[config.mk]
export PLATFORM = sky130hd
export DESIGN_NAME = mhf_top
export DESIGN_NICKNAME = d
export VERILOG_FILES = /design/src/rtl/mhf_pkg.sv /design/src/rtl/mhf_ctrl.sv /design/src/rtl/mhf_datapath.sv /design/src/rtl/mhf_top.sv
export SDC_FILE = /design/constraint.sdc
export NUM_CORES = 1
export LEC_CHECK = 0
export BUFFER_PORTS_ARGS = -buffer_cell sky130_fd_sc_hd__buf_2
export CAP_MARGIN = 20
export CORE_MARGIN = 5
export CORE_UTILIZATION = 55
export CTS_CLUSTER_SIZE = 28
export DETAILED_ROUTE_END_ITERATION = 8
export PLACE_DENSITY = 0.78
export SYNTH_ARGS = -nofsm -noshare
export SYNTH_HDL_FRONTEND = slang
export SYNTH_SLANG_ARGS = --single-unit
[constraint.sdc]
create_clock -name clk -period 7.2 [get_ports clk]
set_input_delay 1.08 -clock clk [delete_from_list [all_inputs] [get_ports clk]]
set_output_delay 1.08 -clock clk [all_outputs]
set_load 0.01 [all_outputs]
[src/rtl/mhf_pkg.sv]
package mhf_pkg;

  typedef enum logic [2:0] {
    DEC_MISS       = 3'd0,
    DEC_HIT        = 3'd1,
    DEC_NOT_HASHED = 3'd2,
    DEC_BCAST_REJ  = 3'd3,
    DEC_PROMISC    = 3'd4
  } decCode_t;

  // Strobes from control to datapath, all qualified by an accepted byte.
  typedef struct packed {
    logic step;    // a byte is taken this edge
    logic first;   // it is the first byte of the address
    logic finish;  // it is the last byte of the address
  } ctlStrobe_t;

  // One byte of serial CRC, least significant data bit first.
  function automatic logic [31:0] crcByteUpdate(
    input logic [31:0] crcIn,
    input logic [7:0]  dataIn,
    input logic [31:0] poly
  );
    logic [31:0] c;
    logic        topBit;
    c = crcIn;
    for (int b = 0; b < 8; b++) begin
      topBit = c[31];
      c = c << 1;
      if (topBit ^ dataIn[b]) c = c ^ poly;
    end
    return c;
  endfunction

endpackage

[src/rtl/mhf_ctrl.sv]
module mhf_ctrl
  import mhf_pkg::*;
#(
  parameter int ADDR_BYTES = 6
) (
  input  logic       clk,
  input  logic       rstN,
  input  logic       byteValid,
  output logic       byteReady,
  output ctlStrobe_t strobe
);

  localparam int CNT_W = (ADDR_BYTES > 1) ? $clog2(ADDR_BYTES) : 1;
  localparam logic [CNT_W-1:0] LAST_CNT = CNT_W'(ADDR_BYTES - 1);

  logic [CNT_W-1:0] cntQ;
  logic             holdQ;
  logic             take;

  assign byteReady = !holdQ;
  assign take      = byteValid && byteReady;

  always_comb begin
    strobe.step   = take;
    strobe.first  = take && (cntQ == '0);
    strobe.finish = take && (cntQ == LAST_CNT);
  end

  always_ff @(posedge clk) begin
    if (!rstN) begin
      cntQ  <= '0;
      holdQ <= 1'b0;
    end else begin
      holdQ <= strobe.finish;
      if (take) begin
        if (strobe.finish) cntQ <= '0;
        else               cntQ <= cntQ + 1'b1;
      end
    end
  end

  // byte counter never runs past the last address byte
  assert_cnt_range_R1: assert property (@(posedge clk) disable iff (!rstN)
    cntQ <= LAST_CNT);

  // the hold after an address lasts a single cycle
  assert_hold_single_R4: assert property (@(posedge clk) disable iff (!rstN)
    holdQ |=> !holdQ);

endmodule

[src/rtl/mhf_datapath.sv]
module mhf_datapath
  import mhf_pkg::*;
#(
  parameter int          ADDR_BYTES = 6,
  parameter int          WORD_W     = 32,
  parameter logic [31:0] CRC_POLY   = 32'h04C11DB7,
  parameter logic [31:0] CRC_INIT   = 32'hFFFFFFFF
) (
  input  logic                              clk,
  input  logic                              rstN,
  input  ctlStrobe_t                        strobe,
  input  logic [7:0]                        byteData,
  input  logic                              tblWrEn,
  input  logic                              tblWrSel,
  input  logic [WORD_W-1:0]                 tblWrData,
  input  logic                              promiscEn,
  input  logic                              bcastRejectEn,
  output logic                              decValid,
  output logic                              decAccept,
  output logic [2:0]                        decCode,
  output logic [$clog2(2*WORD_W)-1:0]       decIndex
);

  localparam int TBL_BITS = 2 * WORD_W;
  localparam int IDX_W    = $clog2(TBL_BITS);
  localparam int POS_W    = $clog2(WORD_W);

  logic [31:0]         crcQ;
  logic [31:0]         crcNext;
  logic                groupQ;
  logic                allOnesQ;
  logic [WORD_W-1:0]   tblWord [2];
  logic [TBL_BITS-1:0] tblBits;
  logic [POS_W-1:0]    posBits;
  logic [IDX_W-1:0]    hashIdx;
  logic                isBcast;
  decCode_t            codeNext;
  decCode_t            decCodeQ;
  logic                decValidQ;
  logic                decAcceptQ;
  logic [IDX_W-1:0]    decIndexQ;

  // Serial CRC over the incoming byte
  assign crcNext = crcByteUpdate(crcQ, byteData, CRC_POLY);

  always_ff @(posedge clk) begin
    if (!rstN) begin
      crcQ     <= CRC_INIT;
      groupQ   <= 1'b0;
      allOnesQ <= 1'b0;
    end else if (strobe.step) begin
      crcQ <= strobe.finish ? CRC_INIT : crcNext;
      if (strobe.first) begin
        groupQ   <= byteData[0];
        allOnesQ <= (byteData == 8'hFF);
      end else begin
        allOnesQ <= allOnesQ && (byteData == 8'hFF);
      end
    end
  end

  // Bin index: word select from CRC bit 0, bit position from CRC[POS_W:1] reversed
  for (genvar g = 0; g < POS_W; g++) begin : g_rev
    assign posBits[g] = crcNext[POS_W - g];
  end
  assign hashIdx = {crcNext[0], posBits};

  // Two table words, each with its own write decode
  for (genvar w = 0; w < 2; w++) begin : g_word
    always_ff @(posedge clk) begin
      if (!rstN)                                 tblWord[w] <= '0;
      else if (tblWrEn && (tblWrSel == w[0]))    tblWord[w] <= tblWrData;
    end
  end
  assign tblBits = {tblWord[1], tblWord[0]};

  assign isBcast = allOnesQ && (byteData == 8'hFF);

  always_comb begin
    if (promiscEn)                    codeNext = DEC_PROMISC;
    else if (bcastRejectEn && isBcast) codeNext = DEC_BCAST_REJ;
    else if (!groupQ)                 codeNext = DEC_NOT_HASHED;
    else if (tblBits[hashIdx])        codeNext = DEC_HIT;
    else                              codeNext = DEC_MISS;
  end

  always_ff @(posedge clk) begin
    if (!rstN) begin
      decValidQ  <= 1'b0;
      decAcceptQ <= 1'b0;
      decCodeQ   <= DEC_MISS;
      decIndexQ  <= '0;
    end else begin
      decValidQ <= strobe.finish;
      if (strobe.finish) begin
        decCodeQ   <= codeNext;
        decIndexQ  <= hashIdx;
        decAcceptQ <= (codeNext == DEC_HIT) || (codeNext == DEC_NOT_HASHED) ||
                      (codeNext == DEC_PROMISC);
      end
    end
  end

  assign decValid  = decValidQ;
  assign decAccept = decAcceptQ;
  assign decCode   = decCodeQ;
  assign decIndex  = decIndexQ;

  // promiscuous at the deciding edge always keeps the frame
  assert_promisc_wins_R9: assert property (@(posedge clk) disable iff (!rstN)
    (decValidQ && $past(promiscEn)) |-> (decAcceptQ && decCodeQ == DEC_PROMISC));

  // a not-hashed verdict is always kept
  assert_unicast_kept_R7: assert property (@(posedge clk) disable iff (!rstN)
    (decValidQ && decCodeQ == DEC_NOT_HASHED) |-> decAcceptQ);

  // broadcast rejection only occurs while its control was set
  assert_bcast_needs_ctl_R8: assert property (@(posedge clk) disable iff (!rstN)
    (decValidQ && decCodeQ == DEC_BCAST_REJ) |-> ($past(bcastRejectEn) && !decAcceptQ));

endmodule

[src/rtl/mhf_top.sv]
module mhf_top
  import mhf_pkg::*;
(
  input  logic        clk,
  input  logic        rstN,
  input  logic        byteValid,
  input  logic [7:0]  byteData,
  output logic        byteReady,
  input  logic        tblWrEn,
  input  logic        tblWrSel,
  input  logic [31:0] tblWrData,
  input  logic        promiscEn,
  input  logic        bcastRejectEn,
  output logic        decValid,
  output logic        decAccept,
  output logic [2:0]  decCode,
  output logic [5:0]  decIndex
);

  localparam int ADDR_BYTES = 6;
  localparam int WORD_W     = 32;

  ctlStrobe_t strobe;

  mhf_ctrl #(.ADDR_BYTES(ADDR_BYTES)) u_ctrl (
    .clk       (clk),
    .rstN      (rstN),
    .byteValid (byteValid),
    .byteReady (byteReady),
    .strobe    (strobe)
  );

  mhf_datapath #(
    .ADDR_BYTES (ADDR_BYTES),
    .WORD_W     (WORD_W),
    .CRC_POLY   (32'h04C11DB7),
    .CRC_INIT   (32'hFFFFFFFF)
  ) u_dp (
    .clk           (clk),
    .rstN          (rstN),
    .strobe        (strobe),
    .byteData      (byteData),
    .tblWrEn       (tblWrEn),
    .tblWrSel      (tblWrSel),
    .tblWrData     (tblWrData),
    .promiscEn     (promiscEn),
    .bcastRejectEn (bcastRejectEn),
    .decValid      (decValid),
    .decAccept     (decAccept),
    .decCode       (decCode),
    .decIndex      (decIndex)
  );

  // no byte is taken while a verdict is presented
  assert_no_ready_done_R1: assert property (@(posedge clk) disable iff (!rstN)
    decValid |-> !byteReady);

  // the done pulse is one cycle wide
  assert_done_single_R4: assert property (@(posedge clk) disable iff (!rstN)
    decValid |=> !decValid);

endmodule

==> results.sh, run 1 <==
export IMPL_status="finished clean"
export IMPL_overflow=0
export IMPL_grt_pass1_wl_um=19260
export IMPL_initial_core_util_pct=55.38
export IMPL_path_class="in -> reg"
export IMPL_synth_compound_area_share_pct=7.831
export IMPL_cts_resized=0
export IMPL_wl_per_cell_um=16.74
export IMPL_n_fill_cell=810
export IMPL_cts_buffers=9
export IMPL_drtIter0Drc=215
export IMPL_crit_path_start_kind="primary input"
export IMPL_port_buffers=58
export IMPL_synth_top_family_by_area="XOR/XNOR gates"
export IMPL_ys_warn_count=0
export IMPL_grt_pass1_vias=3933
export IMPL_setup_ws_ps=3069
export IMPL_cts_root_buf="clkbuf_8"
export IMPL_path_buf_inv=2
export IMPL_period_needed_ps=4131
export IMPL_p_leak_uw=0.002532
export IMPL_hold_viol_final=0
export IMPL_layout_drive_gt1_share_pct=19.26
export IMPL_syn_inst=484
export IMPL_hp_class="reg -> reg"
export IMPL_grt_max_degree=46
export IMPL_cts_tree="yes"
export IMPL_avgSynthCellArea_um2=11.65
export IMPL_path_delay_family="XOR/XNOR gates"
export IMPL_antenna_cells=0
export IMPL_grt_use_total_pct=19.24
export IMPL_slowest_delay_ps=650
export IMPL_synthMuxAreaShare_pct=7.498
export IMPL_fin_nets=585
export IMPL_pre_cts_ws_ps=2661
export IMPL_worstPathMaxFanout=17
export IMPL_synth_seq_cells=112
export IMPL_io_pin_count=59
export IMPL_drc_errors=0
export IMPL_powerDensity_nw_per_um2=507.5
export IMPL_clk_pin_slew_ps=100
export IMPL_dpl_hpwl_um=8097
export IMPL_worst_skew_pair_late_latency_ps=390
export IMPL_cts_sinks=112
export IMPL_slew_viol_final=0
export IMPL_core_region_area_um2=10180
export IMPL_synth_distinct_cells=48
export IMPL_fin_worst_skew_ps=17.09
export IMPL_post_cts_buffers=0
export IMPL_die_area_um2=12380
export IMPL_peakVddDrop_v=0.0002478
export IMPL_path_cells="buf_2 -> xnor2_4 -> xnor3_2 -> xnor2_4 -> buf_4 -> mux4_2 -> a22oi_1 -> nand4_1 -> o22ai_1 -> a41oi_1"
export IMPL_cap_violations=0
export IMPL_r2r_setup_slack_ps=3500
export IMPL_die_h_um=111.3
export IMPL_die_width_um=111.3
export IMPL_synth_xor_area_share_pct=15.53
export IMPL_tightest_slew_ps=925.5
export IMPL_num_rows=37
export IMPL_rsz0062_at_grt="false"
export IMPL_critPathArrivalTime_ps=4400
export IMPL_cp_slowest_cell="xnor2_4"
export IMPL_crit_path_end_kind="flop"
export IMPL_finalSetupViolCount=0
export IMPL_ctsHoldBuffers=0
export IMPL_max_freq_mhz=242.0
export IMPL_post_route_period_util_pct=57.38
export IMPL_antenna_found_initial=0
export IMPL_wl_um=11320
export IMPL_finalSetupTns_ps=0
export IMPL_firstDrtPassIters=4
export IMPL_syn_to_final_growth_pct=10.94
export IMPL_cts_htree_levels=3
export IMPL_antenna_left=0
export IMPL_via_per_inst=5.485
export IMPL_syn_area_um2=5640
export IMPL_synth_adder_area_share_pct=0.6655
export IMPL_finalWeightedCongestion=0.8860
export IMPL_synthSimpleGateAreaFrac_pct=15.15
export IMPL_worstPathRequired_ps=7460
export IMPL_crit_top_cell="xnor2_4"
export IMPL_dr_total_vias=3708
export IMPL_clockBufferDepth=2
export IMPL_synth_fp_nets=534
export IMPL_relSlewSlack_pct=38.09
export IMPL_yosysSeqAreaShare_pct=51.11
-- power by group --
group / internal [uW] / leakage, uW / switching, uW
registers: 774 / 0.00105 / 66.2
clock network: 165 / 0.000105 / 215
logic: 909 / 0.00138 / 1050
-- cell usage in the layout, fill, tap and decap left out, types with 5 or more instances in the layout --
cell type / n
buf_2: 58
xor2_1: 16
and2_1: 68
nand2_1: 56
nor2_1: 9
xnor2_2: 7
o211a_1: 5
edfxtp_1: 64
clkbuf_8: 9
nor3_1: 6
buf_4: 7
mux2i_1: 34
o211ai_1: 6
o22ai_1: 28
inv_1: 5
dfxtp_1: 48
xnor2_4: 6
nor2b_1: 5
xnor2_1: 43
-- cell families (layout without fill, tap and decap cells) --
kind of cell,Yosys count,after routing
and+or+nand+nor,163,163
DFF,112,112
xor gates and xnor gates,76,76
AOI/OAI and AO/OA,62,62
muxes,38,38
buffers and inverters,30,86
adders and majority gates,3,3
-- Yosys cell counts (all sizes together) --
cell type | number | area [um^2]
and2 | 68 | 425.4
edfxtp | 64 | 1922
nand2 | 56 | 210.2
xnor2 | 56 | 655.6
dfxtp | 48 | 960.9
mux2i | 34 | 340.3
o22ai | 28 | 175.2
clkbuf | 22 | 82.58
xor2 | 18 | 172.7
nor2 | 9 | 33.78
nor2b | 6 | 37.54
nor3 | 6 | 30.03
o211ai | 6 | 45.04
inv | 5 | 18.77
o211a | 5 | 50.05
and3 | 4 | 25.02
nand3 | 4 | 20.02
nand4 | 4 | 25.02
o21ai | 4 | 20.01
a21oi | 3 | 15.01
buf | 3 | 23.77
ha | 3 | 37.54
mux4 | 3 | 71.32
nor3b | 3 | 22.52
a21boi | 2 | 15.01
a22oi | 2 | 15.01
a41oi | 2 | 17.52
o2111ai | 2 | 17.52
xnor3 | 2 | 47.55
a221oi | 1 | 8.760
a222oi | 1 | 10.01
mux2 | 1 | 11.26
nor4 | 1 | 6.260
nor4b | 1 | 8.760
nor4bb | 1 | 10.01
o21a | 1 | 7.510
o221a | 1 | 11.26
o221ai | 1 | 8.760
o22a | 1 | 8.760
o31ai | 1 | 7.510
o32ai | 1 | 8.760
-- path summary, 6_finish.rpt --
check                                             startpoint  cells after the start                      endpoint
worst max-delay path                             byteData[1]                     10   u_dp.decAccept$_SDFFE_PN0P_
worst min-delay path            u_dp.decCode[2]$_SDFFE_PN0P_                      2  u_dp.decCode[2]$_SDFFE_PN0P_
worst max register to register    u_dp.crcQ[30]$_SDFFE_PN1P_                      9   u_dp.decAccept$_SDFFE_PN0P_
worst min register to register  u_dp.decCode[2]$_SDFFE_PN0P_                      2  u_dp.decCode[2]$_SDFFE_PN0P_
-- registers in the layout (all words and copies together) (netlist names) --
register        flops
u_dp.decIndex       6
u_dp.decValid       1
u_dp.tblWord       64
u_dp.decCode        3
u_dp.groupQ         1
u_ctrl.cntQ         3
u_dp.crcQ          32
u_dp.allOnesQ       1
u_dp.decAccept      1
-- worst min-delay path, cell delays in order (launching register included) --
cell and delay [ps]:
dfxtp_1 330, nand2_1 50, a21boi_0 70
-- stage by stage --
step | utilization (%) | instance area [um^2] | power [uW] | hold slack, ps | instances
after floorplan | - | 5640 | 2442 | 448.9 | 484
after global placement | 59.48 | 6058 | 2746 | 459.7 | 660
after detailed placement | 59.48 | 6058 | 2797 | 470.2 | 660
after CTS | 61.44 | 6257 | 3184 | 486.0 | 676
final | 61.44 | 6257 | 3176 | 480.6 | 676
after global routing | 61.44 | 6257 | 3392 | 520.8 | 676
-- layout make-up --
class,instances,area [um^2],area share [%]
sequential,112,2883,46.07
clock buffer,9,123.9,1.980
multi-input combinational,342,2644,42.25
clock inverter,7,75.07,1.200
tap,136,170.2,2.719
timing repair buffer,65,342.8,5.479
inverter,5,18.77,0.2999
-- per-layer routing --
layer	track usage [%]	vias up	wire (um)
met5	0	-	0
met4	6.732	0	232
met3	5.459	25	550
met2	32.25	90	5630
met1	23.83	1782	4904
li1	-	1811	-
Note: power is estimated with default switching activity, not from simulation.
==> run 2: changes to the inputs <==
clock period = 3.9 ns   (was 7.2 ns; I/O delays follow)
==> results.sh, run 2 (same netlist as run 1, synthesis figures left out) <==
export IMPL_status="finished clean"
export IMPL_finalSetupTns_ps=0
export IMPL_crit_path_end_kind="flop"
export IMPL_worst_skew_pair_late_latency_ps=380
export IMPL_setup_ws_ps=739.3
export IMPL_met3_usage_pct=4.367
export IMPL_path_delay_family="XOR/XNOR gates"
export IMPL_critPathArrivalTime_ps=3400
export IMPL_slowest_delay_ps=580
export IMPL_cap_violations=0
export IMPL_firstDrtPassIters=5
export IMPL_ctsHoldBuffers=0
export IMPL_hold_viol_final=0
export IMPL_cts_tree="yes"
export IMPL_dp_cells=666
export IMPL_cts_htree_levels=3
export IMPL_final_cell_mix="68 x and2_1, 64 x edfxtp_1, 58 x buf_2"
export IMPL_dpl_hpwl_um=8296
export IMPL_cts_resized=0
export IMPL_stdcell_count=682
export IMPL_antenna_found_initial=0
export IMPL_path_cells="xnor2_4 -> xnor3_2 -> xnor2_4 -> buf_12 -> mux4_1 -> mux2i_1 -> o31ai_1 -> o22ai_1 -> a41oi_1"
export IMPL_post_dp_cell_area_um2=6116
export IMPL_port_buffers=58
export IMPL_post_route_period_util_pct=81.04
export IMPL_grt_pass1_wl_um=19040
export IMPL_dr_total_vias=3688
export IMPL_finalWeightedCongestion=0.8246
export IMPL_relSlewSlack_pct=44.51
export IMPL_layout_commonest_cell="and2_1"
export IMPL_worstPathMaxFanout=23
export IMPL_grt_max_degree=46
export IMPL_initial_core_util_pct=55.38
export IMPL_syn_to_final_growth_pct=11.62
export IMPL_peakVddDrop_v=0.0008039
export IMPL_die_h_um=111.3
export IMPL_grt_pass1_vias=3793
export IMPL_largest_register="u_dp.tblWord"
export IMPL_n_fill_cell=845
export IMPL_cp_slowest_cell="mux4_1"
export IMPL_crit_path_start_kind="flop"
export IMPL_die_width_um=111.3
export IMPL_drc_errors=0
export IMPL_wl_um=11450
export IMPL_max_freq_mhz=316.4
export IMPL_overflow=0
export IMPL_antenna_left=0
export IMPL_path_class="reg -> reg"
export IMPL_worstPathRequired_ps=4140
export IMPL_fin_worst_skew_ps=18.46
export IMPL_num_rows=37
export IMPL_io_pin_count=59
export IMPL_grt_busiest_layer="met2"
export IMPL_largest_register_ffs=64
export IMPL_period_needed_ps=3161
export IMPL_drtIter0Drc=171
export IMPL_p_leak_uw=0.002546
export IMPL_cts_root_buf="clkbuf_8"
export IMPL_layout_drive_gt1_share_pct=20.15
export IMPL_via_per_inst=5.408
export IMPL_crit_top_cell="xnor2_4"
export IMPL_rsz0062_at_grt="false"
export IMPL_antenna_cells=0
export IMPL_pre_cts_ws_ps=416.4
export IMPL_fin_nets=591
export IMPL_path_buf_inv=1
export IMPL_slew_viol_final=0
export IMPL_core_region_area_um2=10180
export IMPL_post_cts_buffers=0
export IMPL_finalInstanceArea_um2=6296
export IMPL_clk_pin_slew_ps=100
export IMPL_cts_sinks=112
export IMPL_use_met2_pct=33.49
export IMPL_whs_ps=481.3
export IMPL_use_met1_pct=23.70
export IMPL_grt_use_total_pct=19.34
export IMPL_wl_per_cell_um=16.79
export IMPL_die_area_um2=12380
export IMPL_cts_buffers=9
export IMPL_finalSetupViolCount=0
export IMPL_clockBufferDepth=2
export IMPL_powerDensity_nw_per_um2=942.3
export IMPL_hp_class="reg -> reg"
export IMPL_tightest_slew_ps=830.4
## run 2: cell count changes in the layout (fill, tap and decap cells not counted)
cell	before	now
buf_4	7	12
clkinv_2	2	0
clkinv_4	0	2
clkinvlp_4	0	2
buf_12	0	1
bufinv_16	1	0
clkbuf_1	0	1
clkinv_1	1	0
inv_8	2	1
## run 2: final cells by class
class,instances,area [um^2],share of cell area [%]
well taps,136,170.2,2.703
clock buffers,10,127.6,2.027
clock inverters,6,52.55,0.8347
multi-input cells,342,2644,41.99
inverters,5,18.77,0.2981
flip-flops and latches,112,2883,45.79
repair buffers,71,400.4,6.359
## run 2: final timing paths
| check | from | end | depth (start not counted) | slack (ps) |
|---|---|---|---|---|
| worst min register to register | u_dp.decCode[2]$_SDFFE_PN0P_ | u_dp.decCode[2]$_SDFFE_PN0P_ | 2 | 480 |
| worst max-delay path | u_dp.crcQ[28]$_SDFFE_PN1P_ | u_dp.decAccept$_SDFFE_PN0P_ | 9 | 740 |
| worst max register to register | u_dp.crcQ[28]$_SDFFE_PN1P_ | u_dp.decAccept$_SDFFE_PN0P_ | 9 | 740 |
| worst min-delay path | u_dp.decCode[2]$_SDFFE_PN0P_ | u_dp.decCode[2]$_SDFFE_PN0P_ | 2 | 480 |
## run 2: power breakdown
part | total [uW] | internal (uW) | leakage, uW | switching, uW
registers | 1550 | 1430 | 0.00105 | 122
logic | 3740 | 1780 | 0.00142 | 1960
clock network | 642 | 242 | 0.0000850 | 400
## run 2: worst min-delay path: stages, from the launching register on
cell	delay (ps)
dfxtp_1	320
nand2_1	50
a21boi_0	70
## run 2: routing by layer
metal  wire, um  share of wire (%)  up-vias
met3        581                5.1       24
met1       4685                 41     1726
li1           -                  -     1825
met5          0                  0        -
met2       5912                 52      113
met4        270                2.4        0
## run 2: stage by stage
| stage | power, uW | util, % |
|---|---|---|
| 2_1_floorplan | 4508 | - |
| 3_3_place_gp | 5190 | 60.05 |
| 3_5_place_dp | 5289 | 60.05 |
| 4_1_cts | 5950 | 61.82 |
| 5_1_grt | 6324 | 61.82 |
| 6_report | 5933 | 61.82 |
==> run 3: changes to the inputs <==
CORE_UTILIZATION = 53   (was 55)
PLACE_DENSITY = 0.79   (was 0.78)
clock period = 2.7 ns   (was 3.9 ns; I/O delays follow)
==> results.sh, run 3 (same netlist as run 1, synthesis figures left out) <==
export IMPL_status="finished, violations left"
export IMPL_violations="setup timing"
export IMPL_num_rows=37
export IMPL_syn_to_final_growth_pct=16.77
export IMPL_grt_pass1_wl_um=19870
export IMPL_port_buffers=58
export IMPL_crit_path_start_kind="flop"
export IMPL_crit_path_end_kind="flop"
export IMPL_largest_register_ffs=64
export IMPL_antenna_left=0
export IMPL_layout_drive_gt1_share_pct=25.57
export IMPL_clk_pin_slew_ps=110
export IMPL_worstPathRequired_ps=2960
export IMPL_peakVddDrop_v=0.0008161
export IMPL_seq_area_um2=2889
export IMPL_crit_top_cell="xnor2_4"
export IMPL_dpl_hpwl_um=8649
export IMPL_clockBufferDepth=2
export IMPL_cap_violations=0
export IMPL_ctsHoldBuffers=0
export IMPL_stdcell_count=711
export IMPL_antenna_cells=0
export IMPL_final_cell_mix="68 x and2_1, 64 x edfxtp_1, 58 x buf_2"
export IMPL_drc_errors=0
export IMPL_dp_cells=693
export IMPL_cts_root_buf="clkbuf_8"
export IMPL_dr_total_vias=3789
export IMPL_max_freq_mhz=365.0
export IMPL_antenna_found_initial=0
export IMPL_finalSetupTns_ps=-40.08
export IMPL_core_region_area_um2=10370
export IMPL_fin_nets=620
export IMPL_cts_sinks=112
export IMPL_period_needed_ps=2740
export IMPL_firstDrtPassIters=5
export IMPL_tightest_slew_ps=894.5
export IMPL_grt_busiest_layer="met2"
export IMPL_die_h_um=113.2
export IMPL_powerDensity_nw_per_um2=1434
export IMPL_layout_commonest_cell="and2_1"
export IMPL_grt_pass1_vias=4024
export IMPL_worst_skew_pair_late_latency_ps=370
export IMPL_setup_ws_ps=-40.08
export IMPL_p_leak_uw=0.002720
export IMPL_die_area_um2=12810
export IMPL_n_fill_cell=815
export IMPL_grt_max_degree=45
export IMPL_initial_core_util_pct=54.39
export IMPL_slew_viol_final=0
export IMPL_use_met2_pct=33.02
export IMPL_fin_worst_skew_ps=16.28
export IMPL_path_cells="xnor2_4 -> xnor3_2 -> xnor2_4 -> buf_4 -> mux4_2 -> a22oi_2 -> nand4_1 -> o22ai_2 -> a41oi_1"
export IMPL_largest_register="u_dp.tblWord"
export IMPL_wl_um=11850
export IMPL_critPathArrivalTime_ps=3000
export IMPL_pre_cts_ws_ps=-272.7
export IMPL_io_pin_count=59
export IMPL_drtIter0Drc=226
export IMPL_post_route_period_util_pct=101.5
export IMPL_worstPathMaxFanout=4
export IMPL_cts_htree_levels=3
export IMPL_finalWeightedCongestion=0.8795
export IMPL_cts_buffers=9
export IMPL_use_met1_pct=25.34
export IMPL_finalSetupViolCount=1
export IMPL_hp_class="in -> reg"
export IMPL_relSlewSlack_pct=40.36
export IMPL_die_width_um=113.2
export IMPL_grt_use_total_pct=19.41
export IMPL_wl_per_cell_um=16.67
export IMPL_power_total_uw=9446
export IMPL_path_class="reg -> reg"
export IMPL_cp_slowest_cell="mux4_2"
export IMPL_hold_viol_final=0
export IMPL_multi_input_area_um2=2665
export IMPL_cts_tree="yes"
export IMPL_overflow=0
export IMPL_via_per_inst=5.329
export IMPL_slowest_delay_ps=510
export IMPL_met3_usage_pct=3.529
export IMPL_rsz0062_at_grt="true"
==> run 3: per-stage QoR <==
step / utilization [%] / instance area [um^2] / hold WS, ps
2_1_floorplan: - / 5647 / 449.1
3_3_place_gp: 61.11 / 6337 / 453.9
3_5_place_dp: 61.11 / 6337 / 464.3
4_1_cts: 63.30 / 6564 / 300.5
5_1_grt: 63.51 / 6586 / 297.6
6_report: 63.51 / 6586 / 306.8
==> run 3: worst max-delay path: cells and delay by family, from the launching register on <==
family,cells,cell delay [ps]
AO/OA/AOI/OAI,3,500
flip-flops,1,380
buffers and inverters,1,190
XOR/XNOR,3,900
AND/OR/NAND/NOR,1,160
multiplexers,1,510
==> run 3: cell type report <==
cell class / count / share of cell area [%]
sequential: 112 / 43.86
multi-input combinational: 342 / 40.46
timing repair buffer: 100 / 9.688
tap: 136 / 2.584
clock buffer: 10 / 2.261
clock inverter: 6 / 0.8549
inverter: 5 / 0.2850
==> run 3: final timing paths <==
path,endpoint,cells after the start,slack [ps],start
worst max-delay path,u_dp.decAccept$_SDFFE_PN0P_,9,-40,u_dp.crcQ[24]$_SDFFE_PN1P_
worst min-delay path,u_dp.tblWord[1][6]$_SDFFCE_PN0P_,2,310,tblWrData[6]
worst max register to register,u_dp.decAccept$_SDFFE_PN0P_,9,-40,u_dp.crcQ[24]$_SDFFE_PN1P_
worst min register to register,u_dp.decCode[2]$_SDFFE_PN0P_,2,480,u_dp.decCode[2]$_SDFFE_PN0P_
==> run 3: report_power, final <==
| group | switching, uW | internal (uW) | total, uW |
|---|---|---|---|
| registers | 178 | 2070 | 2250 |
| logic | 2990 | 3200 | 6190 |
| clock network | 598 | 411 | 1010 |
==> run 3: metal layers <==
| metal | part of all wire (%) | up-vias |
|---|---|---|
| met2 | 51 | 76 |
| met1 | 43 | 1818 |
| met4 | 1.7 | 0 |
| met3 | 4.4 | 19 |
| met5 | 0 | - |
| li1 | - | 1876 |
==> run 3: repair_timing <==
action	in CTS	in global routing
setup endpoints to repair	2	2
pin swaps	3	2
setup buffers	1	1
gates resized for setup	5	4
endpoints found under the hold margin	0	0
